`config.mk`:
```
export PLATFORM = sky130hd
export DESIGN_NAME = boot_guard
export DESIGN_NICKNAME = d
export VERILOG_FILES = /design/src/rtl/bg_pkg.sv /design/src/rtl/bg_sector_decode.sv /design/src/rtl/bg_lock_seq.sv /design/src/rtl/bg_access_gate.sv /design/src/rtl/boot_guard.sv
export SDC_FILE = /design/constraint.sdc
export NUM_CORES = 1
export LEC_CHECK = 0
export BUFFER_PORTS_ARGS = -buffer_cell sky130_fd_sc_hd__buf_2
export CORE_ASPECT_RATIO = 1.1
export CORE_UTILIZATION = 36
export CTS_CLUSTER_SIZE = 30
export DETAILED_ROUTE_END_ITERATION = 7
export HOLD_SLACK_MARGIN = 0.05
export PLACE_DENSITY = 0.76
export REMOVE_ABC_BUFFERS = 1
export SLEW_MARGIN = 10
export SYNTH_ARGS = -nofsm -noshare
export SYNTH_HDL_FRONTEND = slang
export SYNTH_SLANG_ARGS = --single-unit
```
`constraint.sdc`:
```
create_clock -name clk -period 1.9 [get_ports clk]
set_clock_uncertainty 0.15 [all_clocks]
set_input_delay 0 -clock clk [delete_from_list [all_inputs] [get_ports clk]]
set_output_delay 0 -clock clk [all_outputs]
set_load 0.03 [all_outputs]
```
`src/rtl/bg_pkg.sv`:
```
// Shared types and the lock key sequence for the boot-sector guard.
// Assumes command addresses fit in 20 bits; wider address spaces compare low bits.
package bg_pkg;

    typedef enum logic [1:0] {
        SEC_BOOT   = 2'd0,
        SEC_PARAM1 = 2'd1,
        SEC_PARAM2 = 2'd2,
        SEC_MAIN   = 2'd3
    } sector_e;

    typedef enum logic [1:0] {
        OP_READ        = 2'd0,
        OP_PROGRAM     = 2'd1,
        OP_SECTOR_ERASE = 2'd2,
        OP_CHIP_ERASE  = 2'd3
    } op_e;

    localparam int          KEY_LEN    = 6;
    localparam logic [19:0] KEY_ADDR_A = 20'h05555;
    localparam logic [19:0] KEY_ADDR_B = 20'h02AAA;

    // Address expected at a given step of the key sequence.
    function automatic logic [19:0] key_addr(input int step);
        return (step == 1 || step == 4) ? KEY_ADDR_B : KEY_ADDR_A;
    endfunction

    // Data byte expected at a given step of the key sequence.
    function automatic logic [7:0] key_data(input int step);
        case (step)
            0: return 8'hAA;
            1: return 8'h55;
            2: return 8'h80;
            3: return 8'hAA;
            4: return 8'h55;
            default: return 8'h40;
        endcase
    endfunction

endpackage

```
`src/rtl/bg_sector_decode.sv`:
```
// Maps a word address onto one of four erase sectors and gives the
// identification address (boot base + ID_OFFSET). Purely combinational.
// Assumes BOOT_WORDS + 2*PARAM_WORDS < 2**ADDR_W.
module bg_sector_decode #(
    parameter int ADDR_W      = 19,
    parameter int BOOT_WORDS  = 8192,
    parameter int PARAM_WORDS = 4096,
    parameter bit TOP_BOOT    = 1'b0,
    parameter int ID_OFFSET   = 2
) (
    input  logic [ADDR_W-1:0] addr,
    output logic [1:0]        sector,
    output logic              is_boot,
    output logic [ADDR_W-1:0] id_addr
);
    import bg_pkg::*;

    localparam int DEPTH = 2 ** ADDR_W;

    logic [ADDR_W:0] a_ext;
    sector_e         sec;

    assign a_ext = {1'b0, addr};

    generate
        if (TOP_BOOT) begin : g_top
            localparam int BOOT_LO = DEPTH - BOOT_WORDS;
            localparam int P1_LO   = BOOT_LO - PARAM_WORDS;
            localparam int P2_LO   = P1_LO - PARAM_WORDS;
            localparam logic [ADDR_W:0] L_BOOT = (ADDR_W+1)'(BOOT_LO);
            localparam logic [ADDR_W:0] L_P1   = (ADDR_W+1)'(P1_LO);
            localparam logic [ADDR_W:0] L_P2   = (ADDR_W+1)'(P2_LO);
            localparam logic [ADDR_W:0] L_ID   = (ADDR_W+1)'(BOOT_LO + ID_OFFSET);
            // Compare against descending lower bounds, boot at the top.
            always_comb begin
                if (a_ext >= L_BOOT)    sec = SEC_BOOT;
                else if (a_ext >= L_P1) sec = SEC_PARAM1;
                else if (a_ext >= L_P2) sec = SEC_PARAM2;
                else                    sec = SEC_MAIN;
            end
            assign id_addr = L_ID[ADDR_W-1:0];
        end else begin : g_bottom
            localparam logic [ADDR_W:0] L_P1   = (ADDR_W+1)'(BOOT_WORDS);
            localparam logic [ADDR_W:0] L_P2   = (ADDR_W+1)'(BOOT_WORDS + PARAM_WORDS);
            localparam logic [ADDR_W:0] L_MAIN = (ADDR_W+1)'(BOOT_WORDS + 2 * PARAM_WORDS);
            localparam logic [ADDR_W:0] L_ID   = (ADDR_W+1)'(ID_OFFSET);
            // Compare against ascending upper bounds, boot at the bottom.
            always_comb begin
                if (a_ext < L_P1)        sec = SEC_BOOT;
                else if (a_ext < L_P2)   sec = SEC_PARAM1;
                else if (a_ext < L_MAIN) sec = SEC_PARAM2;
                else                     sec = SEC_MAIN;
            end
            assign id_addr = L_ID[ADDR_W-1:0];
        end
    endgenerate

    assign sector  = sec;
    assign is_boot = (sec == SEC_BOOT);

endmodule

```
`src/rtl/bg_lock_seq.sv`:
```
// Tracks the six-write key sequence on the command port and holds the
// sticky lock flag. Progress clears on either reset; the flag only on por_n.
// Assumes one command write per strobe cycle.
module bg_lock_seq #(
    parameter int ADDR_W = 19
) (
    input  logic              clk,
    input  logic              rst_n,
    input  logic              por_n,
    input  logic              cmd_we,
    input  logic [ADDR_W-1:0] cmd_addr,
    input  logic [7:0]        cmd_data,
    output logic              lock_q
);
    import bg_pkg::*;

    localparam int STEP_W = $clog2(KEY_LEN + 1);

    logic [KEY_LEN-1:0] hit;
    logic [STEP_W-1:0]  step_q;
    logic               cur_hit;
    logic               last_hit;

    // One comparator per key step.
    generate
        for (genvar g = 0; g < KEY_LEN; g++) begin : g_key
            localparam logic [19:0] KA = key_addr(g);
            localparam logic [7:0]  KD = key_data(g);
            assign hit[g] = cmd_we && (cmd_addr == KA[ADDR_W-1:0]) && (cmd_data == KD);
        end
    endgenerate

    assign cur_hit  = hit[step_q];
    assign last_hit = cur_hit && (step_q == STEP_W'(KEY_LEN - 1));

    // Advance on a matching write, restart on a mismatch.
    always_ff @(posedge clk) begin
        if (!rst_n || !por_n) begin
            step_q <= '0;
        end else if (cmd_we) begin
            if (last_hit)     step_q <= '0;
            else if (cur_hit) step_q <= step_q + 1'b1;
            else if (hit[0])  step_q <= STEP_W'(1);
            else              step_q <= '0;
        end
    end

    // Sticky lock flag, cleared only by power-on reset.
    always_ff @(posedge clk) begin
        if (!por_n) begin
            lock_q <= 1'b0;
        end else if (rst_n && last_hit) begin
            lock_q <= 1'b1;
        end
    end

endmodule

```
`src/rtl/bg_access_gate.sv`:
```
// Decides allow/deny, forms the erase mask and drives the identification
// status from the decoded sector, lock flag and override level.
// Combinational; assumes sector and is_boot come from the same address.
module bg_access_gate #(
    parameter int ADDR_W    = 19,
    parameter int N_SECTORS = 4
) (
    input  logic [1:0]           op,
    input  logic [1:0]           sector,
    input  logic                 is_boot,
    input  logic [ADDR_W-1:0]    addr,
    input  logic [ADDR_W-1:0]    id_addr,
    input  logic                 lock_q,
    input  logic                 hv_override,
    input  logic                 id_mode,
    output logic                 allow,
    output logic [N_SECTORS-1:0] erase_mask,
    output logic [7:0]           id_status
);
    import bg_pkg::*;

    op_e  op_i;
    logic protect;
    logic writes;
    logic deny;

    assign op_i    = op_e'(op);
    assign protect = lock_q && !hv_override;
    assign writes  = (op_i == OP_PROGRAM) || (op_i == OP_SECTOR_ERASE);
    assign deny    = protect && is_boot && writes;
    assign allow   = !deny;

    // One mask bit per sector; sector code 0 is the boot sector.
    generate
        for (genvar s = 0; s < N_SECTORS; s++) begin : g_mask
            logic kept;
            assign kept = (s == 0) ? protect : 1'b0;
            always_comb begin
                case (op_i)
                    OP_CHIP_ERASE:   erase_mask[s] = !kept;
                    OP_SECTOR_ERASE: erase_mask[s] = !deny && (sector == 2'(s));
                    default:         erase_mask[s] = 1'b0;
                endcase
            end
        end
    endgenerate

    // Lock status appears only at the identification address.
    assign id_status = (id_mode && addr == id_addr) ? {7'b0, lock_q} : 8'h00;

endmodule

```
`src/rtl/boot_guard.sv`:
```
// Top of the boot-sector write-protection controller. Decodes the request
// address, applies the sticky lock with its override, and reports the lock in
// identification mode. Assumes the caller holds hv_override for a whole operation.
module boot_guard #(
    parameter int ADDR_W      = 19,
    parameter int BOOT_WORDS  = 8192,
    parameter int PARAM_WORDS = 4096,
    parameter bit TOP_BOOT    = 1'b0
) (
    input  logic              clk,
    input  logic              rst_n,
    input  logic              por_n,
    input  logic [ADDR_W-1:0] addr,
    input  logic [1:0]        op,
    input  logic              hv_override,
    input  logic              id_mode,
    input  logic              cmd_we,
    input  logic [ADDR_W-1:0] cmd_addr,
    input  logic [7:0]        cmd_data,
    output logic [1:0]        sector,
    output logic              allow,
    output logic [3:0]        erase_mask,
    output logic [7:0]        id_status
);
    logic              is_boot;
    logic [ADDR_W-1:0] id_addr;
    logic              lock_q;

    bg_sector_decode #(
        .ADDR_W(ADDR_W), .BOOT_WORDS(BOOT_WORDS), .PARAM_WORDS(PARAM_WORDS),
        .TOP_BOOT(TOP_BOOT), .ID_OFFSET(2)
    ) u_dec (
        .addr(addr), .sector(sector), .is_boot(is_boot), .id_addr(id_addr)
    );

    bg_lock_seq #(.ADDR_W(ADDR_W)) u_lock (
        .clk(clk), .rst_n(rst_n), .por_n(por_n), .cmd_we(cmd_we),
        .cmd_addr(cmd_addr), .cmd_data(cmd_data), .lock_q(lock_q)
    );

    bg_access_gate #(.ADDR_W(ADDR_W), .N_SECTORS(4)) u_gate (
        .op(op), .sector(sector), .is_boot(is_boot), .addr(addr),
        .id_addr(id_addr), .lock_q(lock_q), .hv_override(hv_override),
        .id_mode(id_mode), .allow(allow), .erase_mask(erase_mask),
        .id_status(id_status)
    );

endmodule

```
==> impl_metrics.yaml <==
critical_path:
  crit_type: "input pin to register"
  required_ns: 1.87
  cp_top_family: "simple AND/OR/NAND/NOR gates"
  crit_buf_inv: 2
  critPathLaunchType: "input pin"
  crit_chain: "dlygate4sd3_1, buf_2, nor3b_2, and4_1, a32oi_2, nor2_1, or3_1"
  arrival_ns: 1.79
  slowest_stage: "dlygate4sd3_1"
  path_max_fanout: 5
  worstSetupEndpointType: "register"
  r2r_setup_slack_ns: 0.13
  cpPeakStageDelay_ns: 0.53
grt:
  top_usage_layer: "met2"
  grt_pass1_vias: 858
  grt_pass1_wl_um: 3310
  grt_usage: 0.197
  grtUsageMet3: 0.0667
  grt_max_degree: 8
  antenna_found_initial: 0
  grt.overflow.total: 0
  grtUsageMet2: 0.392
  grt_use_met1: 0.187
pwr:
  power_density_mw_per_mm2: 303
  swShare: 0.332
  p_int_w: 0.000222
  finalPower_w: 0.000333
  pwr-share-clk: 0.322
  p_leak_nw: 0.526
  p_seq_frac: 0.254
  switchingPower_w: 0.000111
  ir_worst_vdd_mv: 0.323
  p_comb_frac: 0.424
floorplan:
  initial_core_util: 0.396
  io_pins: 69
  die_area_mm2: 0.00218
  die_h_um: 48.9
  rows: 16
  fp.coreArea_mm2: 0.00182
  die_w_um: 44.7
drt:
  drt_iter0_drc: 15
  drc: 0
  drtPass1Iterations: 4
  drt-wirelength-per-cell_um: 11.1
  vias: 985
  vias_per_cell: 5.16
  wirelength_um: 2110
  postRouteAntennaNets: 0
clocking:
  cts_tree: "yes"
  clockRootBuffer: "clkbuf_4"
  clkSinkCount: 4
  numCtsBuffers: 3
  clkLatencyLatePin_ns: 0.24
  clockBufferDepth: 2
  h-tree-depth: 1
  path_clk_slew_ns: 0.04
placed_design:
  dpl.hpwl_um: 1800
  detailed_place.area_mm2: 0.00104
  dp.cells: 185
  place_congestion: 0.984
  numPortBuffers: 61
sta:
  fin_crit_sh: 0.959
  final-setup-viol-count: 0
  finalWorstPathRequiredPeriod_ns: 1.82
  max_freq_mhz: 549
  drv_slew: 0
  hold_viol: 0
layout:
  layout-drive-gt1-share: 0.470
  syn_to_final_growth_pct: 52.4
  final_nets: 224
  final_cell_area_mm2: 0.00110
  diodes: 0
  final_cells: 191
run_status:
  status: "completed"
yosys:
  ys_async_sr_fraction: 0
  synth_area_um2: 721
  synth_seq_area_share: 0.111
  avgSynthCellArea_um2: 7.43
  synth-edff-count: 0
  yosys_register_bits: 4
  synth_ff_type: "dfxtp_1"
  netlist_instances: 97
  ys_warn_count: 0
  synthDistinctLibCells: 38
worst_hold_path:
  hp-class: "input pin to register"
flow_run:
  max_cap_violations: 0
-- worst min-delay path, stage by stage --
cell and delay, ns:
buf_2 0.09, nand3_1 0.09, nor2_1 0.10, a32oi_1 0.10
nand2_1 0.06
-- metal layers --
layer  up-vias  wire [um]
li1        498          -
met1       436        784
met2        49       1100
met3         2        211
met4         0         16
met5         -          0
-- path summary, 6_finish.rpt --
check / to / cells after the start / from
worst max-delay path: u_lock.step_q[2] / 7 / cmd_we
worst min register to register: u_lock.lock_q / 2 / u_lock.lock_q
worst min-delay path: u_lock.step_q[0] / 5 / cmd_data[1]
worst max register to register: u_lock.step_q[2] / 6 / u_lock.step_q[1]
-- layout by cell type (no fill, tap or decap), drive strengths merged, types with 2 or more instances in the layout --
cell type and count:
buf 63, clkbuf 3, nand3b 2, a32oi 3
nor3b 3, a21oi 2, nand2 8, a31o 2
nor2b 2, nor4b 2, and4bb 5, nor3 4
nor4bb 3, nor4 5, or3 2, nor2 12
ha 4, dlygate4sd3 2, nand3 10, conb 7
dfxtp 4, inv 4
-- logic make-up after synthesis --
logic type | Yosys count | share of synthesized area
and+or+nand+nor | 63 | 0.550
AOI/OAI and AO/OA | 14 | 0.170
buffers and inverters | 11 | 0.0937
adders and majority gates | 4 | 0.0694
DFF | 4 | 0.111
other | 1 | 0.00520
-- final cells by class --
| cell class | instances | area, um2 |
|---|---|---|
| clock buffers | 3 | 22.5 |
| fillers | 179 | 723 |
| well taps | 27 | 33.8 |
| multi-input cells | 88 | 607 |
| inverters | 4 | 15.0 |
| repair buffers | 65 | 340 |
| flip-flops and latches | 4 | 80.1 |
-- cells in the mapped netlist, drive strengths merged, types with 2 or more instances --
cell | instances | share of area
nor4b | 2 | 0.024
nor3b | 3 | 0.038
nor3 | 4 | 0.028
nand3 | 10 | 0.076
nand3b | 2 | 0.021
a31o | 2 | 0.024
nor4bb | 3 | 0.042
and4bb | 5 | 0.087
a21oi | 2 | 0.014
nor2b | 2 | 0.017
inv | 4 | 0.021
nand2 | 8 | 0.042
ha | 4 | 0.069
dfxtp | 4 | 0.11
or3 | 2 | 0.019
a32oi | 3 | 0.047
buf | 7 | 0.073
nor4 | 5 | 0.043
nor2 | 12 | 0.062
-- sequential cells by signal, indices dropped and copies added (netlist names) --
signal         cells
u_lock.step_q      3
u_lock.lock_q      1
-- what timing repair did --
| action | 4_1_cts | 5_1_grt |
|---|---|---|
| buffers inserted | 0 | 1 |
| resized for setup | 0 | 2 |
| endpoints found under the hold margin | 4 | 0 |
| hold buffers | 2 | 0 |
| endpoints found under the setup margin | 0 | 2 |
-- power groups by stage --
stage                     registers, W  logic [W]  clock network, W
after floorplan              0.0000857  0.0000651                 0
after global placement       0.0000857   0.000133                 0
after detailed placement     0.0000857   0.000136                 0
after CTS                    0.0000844   0.000140          0.000112
after global routing         0.0000843   0.000153          0.000121
final                        0.0000844   0.000141          0.000107
-- stage by stage --
stage	utilization	setup slack [ns]	hold slack [ns]	setup TNS, ns
after detailed placement	0.569	0.167	0.128	0
final	0.603	0.0786	0.0821	0
after CTS	0.593	0.0619	0.0706	0
after global placement	0.569	0.225	0.105	0
after floorplan	-	0.186	-0.0264	0
after global routing	0.603	-0.0169	0.112	-0.0221
Power figures use the tool's default switching activity.
